$ cat src/rtl/adc_seq_pkg.sv
package adc_seq_pkg;
    localparam int ADDR_W = 4;
    localparam int DATA_W = 8;
    localparam int RES_W  = 16;
    localparam int NFLAG  = 2;

    localparam logic [ADDR_W-1:0] A_CTRL  = 4'd0;
    localparam logic [ADDR_W-1:0] A_CMD   = 4'd1;
    localparam logic [ADDR_W-1:0] A_IEN   = 4'd2;
    localparam logic [ADDR_W-1:0] A_FLAG  = 4'd3;
    localparam logic [ADDR_W-1:0] A_WMODE = 4'd4;
    localparam logic [ADDR_W-1:0] A_RESL  = 4'd5;
    localparam logic [ADDR_W-1:0] A_RESH  = 4'd6;
    localparam logic [ADDR_W-1:0] A_LOL   = 4'd7;
    localparam logic [ADDR_W-1:0] A_LOH   = 4'd8;
    localparam logic [ADDR_W-1:0] A_HIL   = 4'd9;
    localparam logic [ADDR_W-1:0] A_HIH   = 4'd10;

    localparam int FLG_RDY = 0;
    localparam int FLG_WIN = 1;

    typedef enum logic [2:0] {
        WIN_OFF     = 3'd0,
        WIN_BELOW   = 3'd1,
        WIN_ABOVE   = 3'd2,
        WIN_INSIDE  = 3'd3,
        WIN_OUTSIDE = 3'd4
    } win_mode_e;

    typedef struct packed {
        logic       stby_run;
        logic       rsvd6;
        logic       conv_mode;
        logic       left_adj;
        logic [1:0] res_sel;
        logic       cont;
        logic       enable;
    } ctrl_t;
endpackage

$ cat src/rtl/adc_win_cmp.sv
module adc_win_cmp
    import adc_seq_pkg::*;
#(
    parameter int W = RES_W
) (
    input  logic [2:0]   mode,
    input  logic [W-1:0] value,
    input  logic [W-1:0] lo_th,
    input  logic [W-1:0] hi_th,
    output logic         match
);
    logic below, above;

    always_comb begin
        below = value < lo_th;
        above = value > hi_th;
        unique case (mode)
            WIN_BELOW:   match = below;
            WIN_ABOVE:   match = above;
            WIN_INSIDE:  match = !below && !above;
            WIN_OUTSIDE: match = below || above;
            default:     match = 1'b0;
        endcase
    end
endmodule

$ cat src/rtl/adc_conv_seq.sv
module adc_conv_seq (
    input  logic clk,
    input  logic rst_n,
    input  logic en,
    input  logic cont,
    input  logic start_req,
    input  logic conv_done,
    output logic conv_start,
    output logic busy,
    output logic pend,
    output logic done_ok
);
    typedef struct packed {
        logic start;
        logic busy;
        logic pend;
    } seq_t;

    seq_t s_d, s_q;
    logic launch;

    assign done_ok = conv_done && s_q.busy && en;

    always_comb begin
        s_d    = s_q;
        launch = 1'b0;
        if (!en) begin
            s_d = '0;
        end else begin
            if (done_ok) begin
                if (s_q.pend || cont) begin
                    launch = 1'b1;
                    s_d.pend = start_req;
                end else begin
                    s_d.busy = 1'b0;
                    launch   = start_req;
                end
            end else if (s_q.busy) begin
                if (start_req) s_d.pend = 1'b1;
            end else begin
                launch = start_req;
            end
            s_d.start = launch;
            if (launch) s_d.busy = 1'b1;
        end
    end

    always_ff @(posedge clk or negedge rst_n) begin
        if (!rst_n) s_q <= '0;
        else        s_q <= s_d;
    end

    assign conv_start = s_q.start;
    assign busy       = s_q.busy;
    assign pend       = s_q.pend;
endmodule

$ cat src/rtl/adc_flag_unit.sv
module adc_flag_unit
    import adc_seq_pkg::*;
#(
    parameter int N = NFLAG
) (
    input  logic         clk,
    input  logic         rst_n,
    input  logic [N-1:0] set_vec,
    input  logic [N-1:0] clr_vec,
    input  logic [N-1:0] ien,
    output logic [N-1:0] flags,
    output logic         irq
);
    typedef struct packed {
        logic [N-1:0] flg;
    } flag_t;

    flag_t f_d, f_q;
    logic [N-1:0] req;

    always_comb begin
        f_d.flg = (f_q.flg & ~clr_vec) | set_vec;
    end

    always_ff @(posedge clk or negedge rst_n) begin
        if (!rst_n) f_q <= '0;
        else        f_q <= f_d;
    end

    for (genvar i = 0; i < N; i++) begin : g_req
        assign req[i] = f_q.flg[i] & ien[i];
    end

    assign flags = f_q.flg;
    assign irq   = |req;
endmodule

$ cat src/rtl/adc_seq_regs.sv
module adc_seq_regs
    import adc_seq_pkg::*;
(
    input  logic              clk,
    input  logic              rst_n,
    input  logic [ADDR_W-1:0] bus_addr,
    input  logic [DATA_W-1:0] bus_wdata,
    input  logic              bus_we,
    input  logic              bus_re,
    output logic [DATA_W-1:0] bus_rdata,
    output logic              conv_start,
    input  logic              conv_done,
    input  logic [RES_W-1:0]  conv_result,
    output logic              irq
);
    localparam int HB = RES_W - DATA_W;

    typedef struct packed {
        ctrl_t             ctrl;
        logic [NFLAG-1:0]  ien;
        logic [2:0]        wmode;
        logic [RES_W-1:0]  lo_th;
        logic [RES_W-1:0]  hi_th;
        logic [RES_W-1:0]  res;
        logic [DATA_W-1:0] hi_snap;
    } regs_t;

    regs_t r_d, r_q;

    logic wr_ctrl, wr_cmd, wr_flag, rd_resl;
    logic start_req, busy, pend, done_ok, win_hit;
    logic [NFLAG-1:0] flags, set_vec, clr_vec;

    assign wr_ctrl   = bus_we && bus_addr == A_CTRL;
    assign wr_cmd    = bus_we && bus_addr == A_CMD;
    assign wr_flag   = bus_we && bus_addr == A_FLAG;
    assign rd_resl   = bus_re && bus_addr == A_RESL;
    assign start_req = wr_cmd && bus_wdata[0];

    always_comb begin
        r_d = r_q;
        if (wr_ctrl) begin
            r_d.ctrl       = ctrl_t'(bus_wdata);
            r_d.ctrl.rsvd6 = 1'b0;
        end
        if (bus_we) begin
            unique case (bus_addr)
                A_IEN:   r_d.ien   = bus_wdata[NFLAG-1:0];
                A_WMODE: r_d.wmode = bus_wdata[2:0];
                A_LOL:   r_d.lo_th[DATA_W-1:0]     = bus_wdata;
                A_LOH:   r_d.lo_th[RES_W-1:DATA_W] = bus_wdata[HB-1:0];
                A_HIL:   r_d.hi_th[DATA_W-1:0]     = bus_wdata;
                A_HIH:   r_d.hi_th[RES_W-1:DATA_W] = bus_wdata[HB-1:0];
                default: ;
            endcase
        end
        if (rd_resl) r_d.hi_snap = DATA_W'(r_q.res[RES_W-1:DATA_W]);
        if (done_ok) r_d.res = conv_result;
    end

    always_ff @(posedge clk or negedge rst_n) begin
        if (!rst_n) r_q <= '0;
        else        r_q <= r_d;
    end

    adc_conv_seq u_seq (
        .clk        (clk),
        .rst_n      (rst_n),
        .en         (r_d.ctrl.enable),
        .cont       (r_q.ctrl.cont),
        .start_req  (start_req),
        .conv_done  (conv_done),
        .conv_start (conv_start),
        .busy       (busy),
        .pend       (pend),
        .done_ok    (done_ok)
    );

    adc_win_cmp #(.W(RES_W)) u_win (
        .mode  (r_q.wmode),
        .value (conv_result),
        .lo_th (r_q.lo_th),
        .hi_th (r_q.hi_th),
        .match (win_hit)
    );

    always_comb begin
        set_vec          = '0;
        set_vec[FLG_RDY] = done_ok;
        set_vec[FLG_WIN] = done_ok && win_hit;
        clr_vec          = (wr_flag ? bus_wdata[NFLAG-1:0] : '0) | {NFLAG{rd_resl}};
    end

    adc_flag_unit #(.N(NFLAG)) u_flag (
        .clk     (clk),
        .rst_n   (rst_n),
        .set_vec (set_vec),
        .clr_vec (clr_vec),
        .ien     (r_q.ien),
        .flags   (flags),
        .irq     (irq)
    );

    always_comb begin
        bus_rdata = '0;
        unique case (bus_addr)
            A_CTRL:  bus_rdata = r_q.ctrl;
            A_CMD:   bus_rdata[0] = busy || pend;
            A_IEN:   bus_rdata[NFLAG-1:0] = r_q.ien;
            A_FLAG:  bus_rdata[NFLAG-1:0] = flags;
            A_WMODE: bus_rdata[2:0] = r_q.wmode;
            A_RESL:  bus_rdata = r_q.res[DATA_W-1:0];
            A_RESH:  bus_rdata = r_q.hi_snap;
            A_LOL:   bus_rdata = r_q.lo_th[DATA_W-1:0];
            A_LOH:   bus_rdata[HB-1:0] = r_q.lo_th[RES_W-1:DATA_W];
            A_HIL:   bus_rdata = r_q.hi_th[DATA_W-1:0];
            A_HIH:   bus_rdata[HB-1:0] = r_q.hi_th[RES_W-1:DATA_W];
            default: bus_rdata = '0;
        endcase
    end
endmodule

$ cat config.mk
export PLATFORM = sky130hd
export DESIGN_NAME = adc_seq_regs
export DESIGN_NICKNAME = d
export VERILOG_FILES = /design/src/rtl/adc_seq_pkg.sv /design/src/rtl/adc_win_cmp.sv /design/src/rtl/adc_conv_seq.sv /design/src/rtl/adc_flag_unit.sv /design/src/rtl/adc_seq_regs.sv
export SDC_FILE = /design/constraint.sdc
export NUM_CORES = 1
export LEC_CHECK = 0
export ABC_CLOCK_PERIOD_IN_PS = 3000
export BUFFER_PORTS_ARGS = -buffer_cell sky130_fd_sc_hd__buf_2
export CAP_MARGIN = 20
export CORE_AREA = 2 2 89 91
export CTS_BUF_LIST = sky130_fd_sc_hd__clkbuf_16
export DETAILED_ROUTE_END_ITERATION = 10
export DIE_AREA = 0 0 91 93
export PLACE_DENSITY = 0.8
export SYNTH_ARGS = -nofsm -noshare
export SYNTH_HDL_FRONTEND = slang
export SYNTH_HIERARCHICAL = 1
export SYNTH_SLANG_ARGS = --single-unit
$ cat constraint.sdc
create_clock -name clk -period 3 [get_ports clk]
set_clock_uncertainty 0.1 [all_clocks]
set_input_delay 0.15 -clock clk [delete_from_list [all_inputs] [get_ports clk]]
set_output_delay 0.15 -clock clk [all_outputs]
set_load 0.005 [all_outputs]
==> results.yml, run 1 <==
clock_tree:
  htreeDepth: 3
  clk_pin_slew_worst_paths_ns: 0.06
  postCtsHoldBufs: 10
  cts_tree: "done"
  clkLatencyLatePin_ns: 0.33
  clk_root_buffer_cell: "clkbuf_16"
  numCtsBuffers: 9
  clockBufferDepth: 2
  post_cts_buffers: 0
  cts_sinks: 73
  ctsResizeCount: 0
detailed_routing:
  vias_per_cell: 6.113
  drt_iter0_drc: 257
  wl_mm: 10.57
  firstDrtPassIters: 5
  wl_per_cell_um: 19.54
  drc_errors: 0
  vias: 3307
  ant_nets: 0
critical_path:
  path_cells: "dlygate4sd3_1, buf_2, ha_1, nand4_1, nor2_1, a221o_1, o31ai_2, mux2i_1, nand3_1, and2_1, a21o_1"
  cp.arrival_ns: 2.72
  r2r_start: "r_q[35]"
  crit_start: "conv_result[11]"
  r2r_cells: 10
  crit_buf_inv: 2
  critPathLaunchType: "input pin"
  worstSetupPathType: "in -> reg"
  crit_required_ns: 3.12
  critPathMaxFanout: 3
  endpoint_kind: "register"
  slowest_stage: "dlygate4sd3_1"
  crit_family: "compound AO/OA/AOI/OAI gates"
  critPathMaxStageDelay_ns: 0.53
  reg2reg_to: "u_flag/flags[1]"
  ff2ff_setup_slack_ns: 0.47
hold_path:
  worstHoldEndpoint: "r_q[21]"
  whs_path_depth: 2
  hp-class: "in -> reg"
  min_from: "conv_result[13]"
synth:
  synthCells: 384
  synthTopCellsByCount: "73 x dfrtp_1, 53 x mux2_2, 35 x inv_1"
  synth_nets: 448
  syn_avg_cell_area_um2: 11.53
  yosys.area_share.simple: 0.09836
  mappedNetlistArea_mm2: 0.004427
  ys_types: 60
  ys_ff_latch: 73
  synthAdderAreaFrac: 0.08762
  post-synth-top-area-fraction: 0.4127
  yosys.area_share.xor_xnor: 0
  synth_edf_count: 0
  yosys_warnings: 6
  synth_top_family_by_area: "multiplexers"
  yosysTopAreaCell: "dfrtp_1"
  synth.area.top_cells: "dfrtp_1 41%, mux2_2 13%, ha_1 8.8%"
  ys_seq_area_frac: 0.4127
  synth.most_common_cell: "dfrtp_1"
  ys_async_sr_fraction: 1.000
  synthMuxAreaShare: 0.2239
  synth_ff_type: "dfrtp_1"
  synth_compound_area_frac: 0.1227
grt:
  grt_pass1_vias: 3446
  antenna_found_initial: 0
  grt_max_degree: 74
  grt_pass1_wl_mm: 17.54
  grtUsageTotal: 0.2681
  grt.overflow.total: 0
sta:
  whs_ns: 0.006834
  max_slew_margin: 0.3848
  fmax_ghz: 0.3852
  min_period_over_period: 0.8654
  hold_viol: 0
  final-setup-viol-count: 0
  final_max_slew_viol_count: 0
  rsz0062_at_grt: "false"
  setup-tns-final_ns: 0
  period_needed_ns: 2.596
  tightest_slew_ns: 0.9228
layout:
  drive_gt1_frac: 0.3303
  multi_input_area_mm2: 0.002357
  num_antenna_cells: 0
  area_growth_pct: 15.15
  final_nets: 498
  regArea_mm2: 0.001827
  fillers: 586
power:
  comb_power_share: 0.226
  p_int_mw: 2.203
  leakage_nw: 2.459
  irDropWorstVdd_v: 0.0004276
  p_switching_mw: 0.8907
  p_sw_frac: 0.2879
  seqPwrFrac: 0.410
  power_density_mw_per_mm2: 606.9
  clkPwrFrac: 0.363
run_status:
  outcome: "finished clean"
job:
  max-cap-violations: 0
floorplanning:
  coreArea_mm2: 0.007527
  fp-row-count: 32
  fp.dieH_um: 93
  die_x_um: 91
  start_util: 0.5881
  ioPinCount: 43
  die_area_mm2: 0.008463
placed_design:
  place_hpwl_mm: 7.775
  io_buffers: 42
  place.gp.congestion: 1.044
-- through the flow --
stage | setup WS, ns | total power [mW] | area (um2) | cells | utilization
6_report | 0.4038 | 3.093 | 5097 | 541 | 0.6772
3_5_place_dp | 0.5506 | 1.958 | 4686 | 515 | 0.6225
3_3_place_gp | 0.5941 | 1.916 | 4686 | 515 | 0.6225
4_1_cts | 0.4576 | 3.095 | 5097 | 541 | 0.6772
2_1_floorplan | 0.7587 | 1.727 | 4427 | 384 | -
5_1_grt | 0.2852 | 3.251 | 5097 | 541 | 0.6772
-- power by group through the flow --
stage | Sequential [mW] | Clock (mW) | Combinational (mW)
CTS | 1.27 | 1.14 | 0.694
global route | 1.28 | 1.18 | 0.782
finish | 1.27 | 1.12 | 0.700
global placement | 1.27 | 0 | 0.643
floorplan | 1.23 | 0 | 0.501
detailed placement | 1.28 | 0 | 0.678
-- cell usage in the layout, fill, tap and decap left out, types with 2 or more instances in the layout --
master         count
and3_1             4
a21boi_2           2
and2_1             2
a22o_1             3
a32oi_1            2
a221o_1            4
nand2b_1           4
nor3b_1            4
nand3_2            3
a21oi_1           12
a31oi_1            2
o21a_1             4
o221ai_1           2
o21ai_0           10
nor3_1             2
buf_4              5
nand2_1           15
nor4_2             2
nand3_1           12
nor2b_1            3
a32o_1             2
dfrtp_1           73
o211ai_1           2
a22oi_1            7
ha_1              31
clkbuf_16          9
a21o_1             2
bufinv_16          2
o221a_2            2
mux2_1            17
inv_1             36
clkinv_2           3
mux2_2            53
nor2_1             9
mux2_4            10
mux2i_1            3
dlygate4sd3_1     10
a21oi_2            2
buf_2             41
nand4_1            5
-- cell type report --
class / instances / area share
flip-flops and latches: 73 / 0.3584
clock buffers: 9 / 0.04418
clock inverters: 7 / 0.01694
multi-input cells: 259 / 0.4624
inverters: 35 / 0.02577
well taps: 102 / 0.02504
repair buffers: 56 / 0.06726
-- routing by layer --
layer / up-vias / GRT usage / share of wire
met5: - / 0 / 0
met4: 0 / 0.09848 / 0.022
met3: 23 / 0.04593 / 0.053
met2: 130 / 0.4556 / 0.49
met1: 1641 / 0.3468 / 0.43
li1: 1513 / - / -
-- registers in the layout, indices dropped and copies added, names as in the netlist --
register,flops
r_q,68
u_flag/flags,2
u_seq/busy,1
u_seq/conv_start,1
u_seq/pend,1
-- cells by family after synthesis --
family | after synthesis
simple gates | 73
compound gates | 71
fa+ha+maj | 31
buf+inv | 52
flops | 73
mux | 84
-- how the worst max path moves through the flow --
stage / endpoint / slack [ns] / cells past startpoint
4_1_cts: u_flag/flags[1] / 0.46 / 11
6_report: u_flag/flags[1] / 0.40 / 11
3_5_place_dp: u_flag/flags[1] / 0.55 / 10
2_1_floorplan: r_q[14] / 0.76 / 8
5_1_grt: u_flag/flags[1] / 0.29 / 11
3_3_place_gp: u_flag/flags[1] / 0.59 / 10
Power figures use the tool's default switching activity.
==> run 2, diff against run 1 <==
--- a/config.mk
+++ b/config.mk
@@ -11,4 +11,5 @@
 export CORE_AREA = 2 2 89 91
 export CTS_BUF_LIST = sky130_fd_sc_hd__clkbuf_16
+export CTS_CLUSTER_DIAMETER = 60
 export DETAILED_ROUTE_END_ITERATION = 10
 export DIE_AREA = 0 0 91 93
==> constraint.sdc (replaced) <==
create_clock -name clk -period 3 [get_ports clk]
set_clock_uncertainty 0.1 [all_clocks]
set_input_delay 0 -clock clk [delete_from_list [all_inputs] [get_ports clk]]
set_output_delay 0 -clock clk [all_outputs]
set_load 0.005 [all_outputs]
==> run 2 against run 1 <==
- clock power grew 11%
- critical path depth is 1 lower
- critical path type is now reg -> reg
- power up 4.0%
- register-to-register slack better by 0.13 ns
- critical endpoint unchanged
- highest routed layer unchanged
==> results.yml, run 2 (synthesis gave the netlist of run 1 again) <==
run_status:
  outcome: "finished clean"
clock_tree:
  ctsResizeCount: 0
  clk_root_buffer_cell: "clkbuf_16"
  cts_tree: "done"
  numCtsBuffers: 9
  cts_sinks: 73
  clk_pin_slew_worst_paths_ns: 0.06
  htreeDepth: 3
  clockBufferDepth: 2
  post_cts_buffers: 0
  postCtsHoldBufs: 26
  clkLatencyLatePin_ns: 0.33
placed_design:
  io_buffers: 42
  place_hpwl_mm: 7.689
  place.gp.congestion: 0.9380
layout:
  fillers: 584
  final_nets: 514
  largest_reg_flops: 68
  area_growth_pct: 19.50
  mostFrequentLayoutCells: "73 x dfrtp_1, 53 x mux2_2, 41 x buf_2"
  num_antenna_cells: 0
  regMostFlops: "r_q"
  layout_commonest_cell: "dfrtp_1"
  drive_gt1_frac: 0.3187
floorplanning:
  start_util: 0.5881
  fp.dieH_um: 93
  ioPinCount: 43
  die_area_mm2: 0.008463
  fp-row-count: 32
  die_x_um: 91
  coreArea_mm2: 0.007527
power:
  p_switching_mw: 0.9076
  p_int_mw: 2.310
  p_sw_frac: 0.2821
  irDropWorstVdd_v: 0.0003229
  seqPwrFrac: 0.393
  leakage_nw: 2.537
  clkPwrFrac: 0.385
  finalPower_mw: 3.217
  power_density_mw_per_mm2: 608.2
  comb_power_share: 0.222
sta:
  final-setup-viol-count: 0
  final_max_slew_viol_count: 0
  tightest_slew_ns: 0.9338
  period_needed_ns: 2.397
  fmax_ghz: 0.4171
  rsz0062_at_grt: "false"
  setup-tns-final_ns: 0
  whs_ns: 0.08530
  hold_viol: 0
  max_slew_margin: 0.3775
  min_period_over_period: 0.7992
critical_path:
  crit_required_ns: 3.12
  cp.arrival_ns: 2.52
  crit_buf_inv: 1
  critPathMaxFanout: 3
  critPathMaxStageDelay_ns: 0.37
  slowest_stage: "dfrtp_1"
  endpoint_kind: "register"
  path_cells: "inv_1, ha_1, nand4_1, nor2_1, a221o_1, o31ai_2, mux2i_1, nand3_1, and2_1, a21o_1"
  critPathLaunchType: "register"
  worstSetupPathType: "reg -> reg"
  crit_family: "compound AO/OA/AOI/OAI gates"
grt:
  grt_pass1_wl_mm: 17.63
  grtUsageTotal: 0.2720
  grt.overflow.total: 0
  grt_max_degree: 74
  grt_pass1_vias: 3460
  antenna_found_initial: 0
job:
  max-cap-violations: 0
detailed_routing:
  vias: 3378
  vias_per_cell: 6.065
  wl_per_cell_um: 19.77
  ant_nets: 0
  wl_mm: 11.01
  drt_iter0_drc: 184
  firstDrtPassIters: 5
  drc_errors: 0
hold_path:
  hp-class: "in -> reg"
[run 2: changes by cell type in the layout (fill, tap and decap cells not counted), sizes merged]
| cell | previous run | this run |
|---|---|---|
| dlygate4sd3 | 10 | 26 |
| clkinv | 3 | 1 |
| bufinv | 2 | 3 |
| inv | 36 | 37 |
[run 2: per-layer routing]
metal	track usage	vias to the layer above	wire, um
met5	0	-	0
met4	0.1225	0	252
met3	0.04432	18	667
met2	0.4642	132	5557
met1	0.3418	1696	4534
li1	-	1532	-
[run 2: cell type report]
type	count	area [um2]	area share
Clock inverter	7	118.9	0.02247
Multi-Input combinational cell	259	2357	0.4456
Sequential cell	73	1827	0.3453
Timing Repair Buffer	72	503.0	0.09508
Inverter	35	131.4	0.02483
Tap cell	102	127.6	0.02412
Clock buffer	9	225.2	0.04257
[run 2: path summary, 6_finish.rpt]
check	endpoint	from	cells after the start	slack, ns
setup / recovery	u_flag/flags[1]	r_q[38]	10	0.60
hold / removal	r_q[59]	bus_we	3	0.09
setup reg to reg	u_flag/flags[1]	r_q[38]	10	0.60
hold reg to reg	r_q[22]	r_q[22]	1	0.40
max in group asynchronous	r_q[45]	rst_n	2	1.93
min in group asynchronous	r_q[41]	rst_n	2	0.23
[run 2: stage by stage]
step	worst slack, ns	instances	area, um2	utilization
after floorplan	0.7718	384	4427	-
after global placement	0.7044	515	4686	0.6225
after detailed placement	0.6409	515	4686	0.6225
after CTS	0.6200	557	5290	0.7028
after global routing	0.5245	557	5290	0.7028
final	0.6025	557	5290	0.7028
[run 2: power by group through the flow]
| stage | combinational [mW] | clock, mW | sequential [mW] |
|---|---|---|---|
| 5_1_grt | 0.789 | 1.29 | 1.28 |
| 4_1_cts | 0.711 | 1.25 | 1.26 |
| 3_3_place_gp | 0.645 | 0 | 1.26 |
| 2_1_floorplan | 0.501 | 0 | 1.23 |
| 3_5_place_dp | 0.674 | 0 | 1.27 |
| 6_report | 0.715 | 1.24 | 1.26 |
[run 2: worst register-to-register path, delay by kind of cell (launching register included)]
| kind | cells | cell delay [ns] |
|---|---|---|
| AO/OA/AOI/OAI | 3 | 0.77 |
| adder cells (fa/ha/maj) | 1 | 0.32 |
| buffers and inverters | 1 | 0.05 |
| flip-flops | 1 | 0.37 |
| multiplexers | 1 | 0.22 |
| AND/OR/NAND/NOR | 4 | 0.46 |
==> run 3, diff against run 2 <==
- ABC_AREA: unset -> 1
- ABC_CLOCK_PERIOD_IN_PS: 3000 -> 2400
- CORE_AREA: 2 2 89 91 -> 2 2 90 92
- DIE_AREA: 0 0 91 93 -> 0 0 92 94
- PLACE_DENSITY: 0.8 -> 0.78
- clock period: 3 -> 2.4 ns (I/O delays scaled with it)
==> run 3 against run 2 <==
- clock-buffer cell count did not move
- setup slack worse by 0.22 ns
- cell area up 1.5%
- critical path type unchanged
- die area grew 2.2%
- highest routed layer unchanged
==> results.yml, run 3 <==
floorplanning:
  ioPinCount: 43
  coreArea_mm2: 0.007607
  die_area_mm2: 0.008648
  fp.dieH_um: 94
  die_x_um: 92
  fp-row-count: 32
  start_util: 0.5847
detailed_routing:
  ant_nets: 0
  drc_errors: 0
  firstDrtPassIters: 6
  wl_mm: 11.93
  wl_per_cell_um: 15.74
  vias: 4093
  drt_iter0_drc: 361
  vias_per_cell: 5.400
critical_path:
  crit_buf_inv: 3
  path_cells: "inv_1, ha_1, a21oi_1, nand2_1, a21oi_1, nand2_1, nand2_1, nand2_1, nand2_1, nand3_2, nand2_1, inv_1, inv_1, nand2_1"
  crit_top_cell: "nand2_1"
  slowest_stage: "dfrtp_1"
  cp.arrival_ns: 2.14
  endpoint_kind: "register"
  critPathMaxFanout: 3
  critPathLaunchType: "register"
  crit_required_ns: 2.52
  ff2ff_setup_slack_ns: 0.38
  worstSetupPathType: "reg -> reg"
  crit_family: "simple AND/OR/NAND/NOR gates"
  critPathMaxStageDelay_ns: 0.40
clock_tree:
  post_cts_buffers: 0
  clkLatencyLatePin_ns: 0.33
  clk_pin_slew_worst_paths_ns: 0.06
  ctsResizeCount: 0
  postCtsHoldBufs: 25
  htreeDepth: 3
  cts_tree: "done"
  cts_sinks: 73
  clockBufferDepth: 2
  clk_root_buffer_cell: "clkbuf_16"
  numCtsBuffers: 9
power:
  power_density_mw_per_mm2: 764.3
  leakage_nw: 2.915
  finalPower_mw: 4.105
  irDropWorstVdd_v: 0.0005426
synth:
  post-synth-top-area-fraction: 0.4107
  yosys_warnings: 6
  synth_top_family_by_area: "simple AND/OR/NAND/NOR gates"
  synthAdderAreaFrac: 0.08720
  synth.area.top_cells: "dfrtp_1 41%, nand2_1 16%, ha_1 8.7%"
  yosys.area_share.simple: 0.2827
  ys_types: 28
  synthMuxAreaShare: 0.01266
  synth_nets: 642
  synth_edf_count: 0
  yosysTopAreaCell: "dfrtp_1"
  ys_async_sr_fraction: 1.000
  synth.most_common_cell: "nand2_1"
  synthCells: 578
  yosys.area_share.xor_xnor: 0
  synth_ff_type: "dfrtp_1"
  ys_seq_area_frac: 0.4107
  mappedNetlistArea_mm2: 0.004448
  synth_compound_area_frac: 0.1128
  ys_ff_latch: 73
  syn_avg_cell_area_um2: 7.696
  synthTopCellsByCount: "190 x nand2_1, 83 x inv_1, 73 x dfrtp_1"
layout:
  fin_util: 0.7061
  finalNonFillerCells: 758
  area_growth_pct: 20.76
  fillers: 627
  num_antenna_cells: 0
  final_nets: 715
  largest_reg_flops: 68
  regMostFlops: "r_q"
  mostFrequentLayoutCells: "190 x nand2_1, 83 x inv_1, 73 x dfrtp_1"
  layout_commonest_cell: "nand2_1"
  drive_gt1_frac: 0.1845
sta:
  final-setup-viol-count: 0
  min_period_over_period: 0.8413
  setup-tns-final_ns: 0
  max_slew_margin: 0.5371
  whs_ns: 0.03142
  rsz0062_at_grt: "false"
  hold_viol: 0
  tightest_slew_ns: 0.6944
  fmax_ghz: 0.4953
  period_needed_ns: 2.019
  final_max_slew_viol_count: 0
placed_design:
  place.gp.congestion: 0.9259
  dp_cells: 717
  io_buffers: 42
  place_hpwl_mm: 8.376
grt:
  grtUsageTotal: 0.2946
  antenna_found_initial: 0
  grt_max_degree: 44
  grt.overflow.total: 0
  grt_pass1_vias: 4072
  grt_pass1_wl_mm: 19.72
hold_path:
  hp-class: "in -> reg"
run_status:
  outcome: "finished clean"
job:
  max-cap-violations: 0
==> run 3: changes by cell type after synthesis, moves of 10 or more <==
cell / previous run / this run
o21ai_2: 0 / 23
nand2_2: 0 / 12
mux2_1: 17 / 0
mux2_2: 53 / 5
o21ai_0: 10 / 36
inv_1: 35 / 83
nand2_1: 15 / 190
nor2_1: 9 / 35
nand3_1: 12 / 32
mux2_4: 10 / 0
==> run 3: layout make-up <==
| type | count | area, um2 | share of cell area |
|---|---|---|---|
| multi-input cells | 407 | 2203 | 0.4102 |
| clock inverters | 7 | 142.6 | 0.02655 |
| repair buffers | 73 | 518.0 | 0.09644 |
| inverters | 87 | 327.8 | 0.06103 |
| well taps | 102 | 127.6 | 0.02376 |
| clock buffers | 9 | 225.2 | 0.04193 |
| flip-flops and latches | 73 | 1827 | 0.3401 |
==> run 3: power breakdown <==
part           internal [mW]  total (mW)  switching [mW]
clock network           1.12        1.67           0.547
registers               1.42        1.59           0.167
logic                  0.350       0.851           0.500
total                   2.89        4.11            1.21
==> run 3: cell families (layout without fill, tap and decap cells) <==
group	after synthesis	count (layout)
AO/OA/AOI/OAI	82	82
flip-flops	73	73
multiplexers	5	5
buffers and inverters	98	176
adder cells (fa/ha/maj)	31	31
AND/OR/NAND/NOR	289	289
==> run 3: path summary, 6_finish.rpt <==
path,startpoint,end,cells past startpoint
max,r_q[35],u_flag/flags[1],14
min,bus_wdata[0],r_q[48],3
max reg2reg,r_q[35],u_flag/flags[1],14
min reg2reg,r_q[6],r_q[6],2
max in group asynchronous,rst_n,r_q[41],3
min in group asynchronous,rst_n,r_q[13],2
==> run 3: layer usage <==
layer	share of wire	global-route usage	vias to the layer above	routed length, um
met1	0.46	0.4063	1939	5462
met2	0.46	0.4657	162	5496
met5	0	0	-	0
li1	-	-	1970	-
met4	0.017	0.1132	0	205
met3	0.064	0.05297	22	764
==> run 3: worst min-delay path: cells and delay by family <==
family	cells	cell delay [ns]
AOI/OAI and AO/OA	1	0.18
buffers and inverters	2	0.25
==> run 3: per-stage QoR <==
step / setup WS (ns) / area, um2
after global placement: 0.4420 / 4753
after detailed placement: 0.3616 / 4753
after global routing: 0.2184 / 5371
final: 0.3809 / 5371
after CTS: 0.4380 / 5371
after floorplan: 0.2897 / 4448
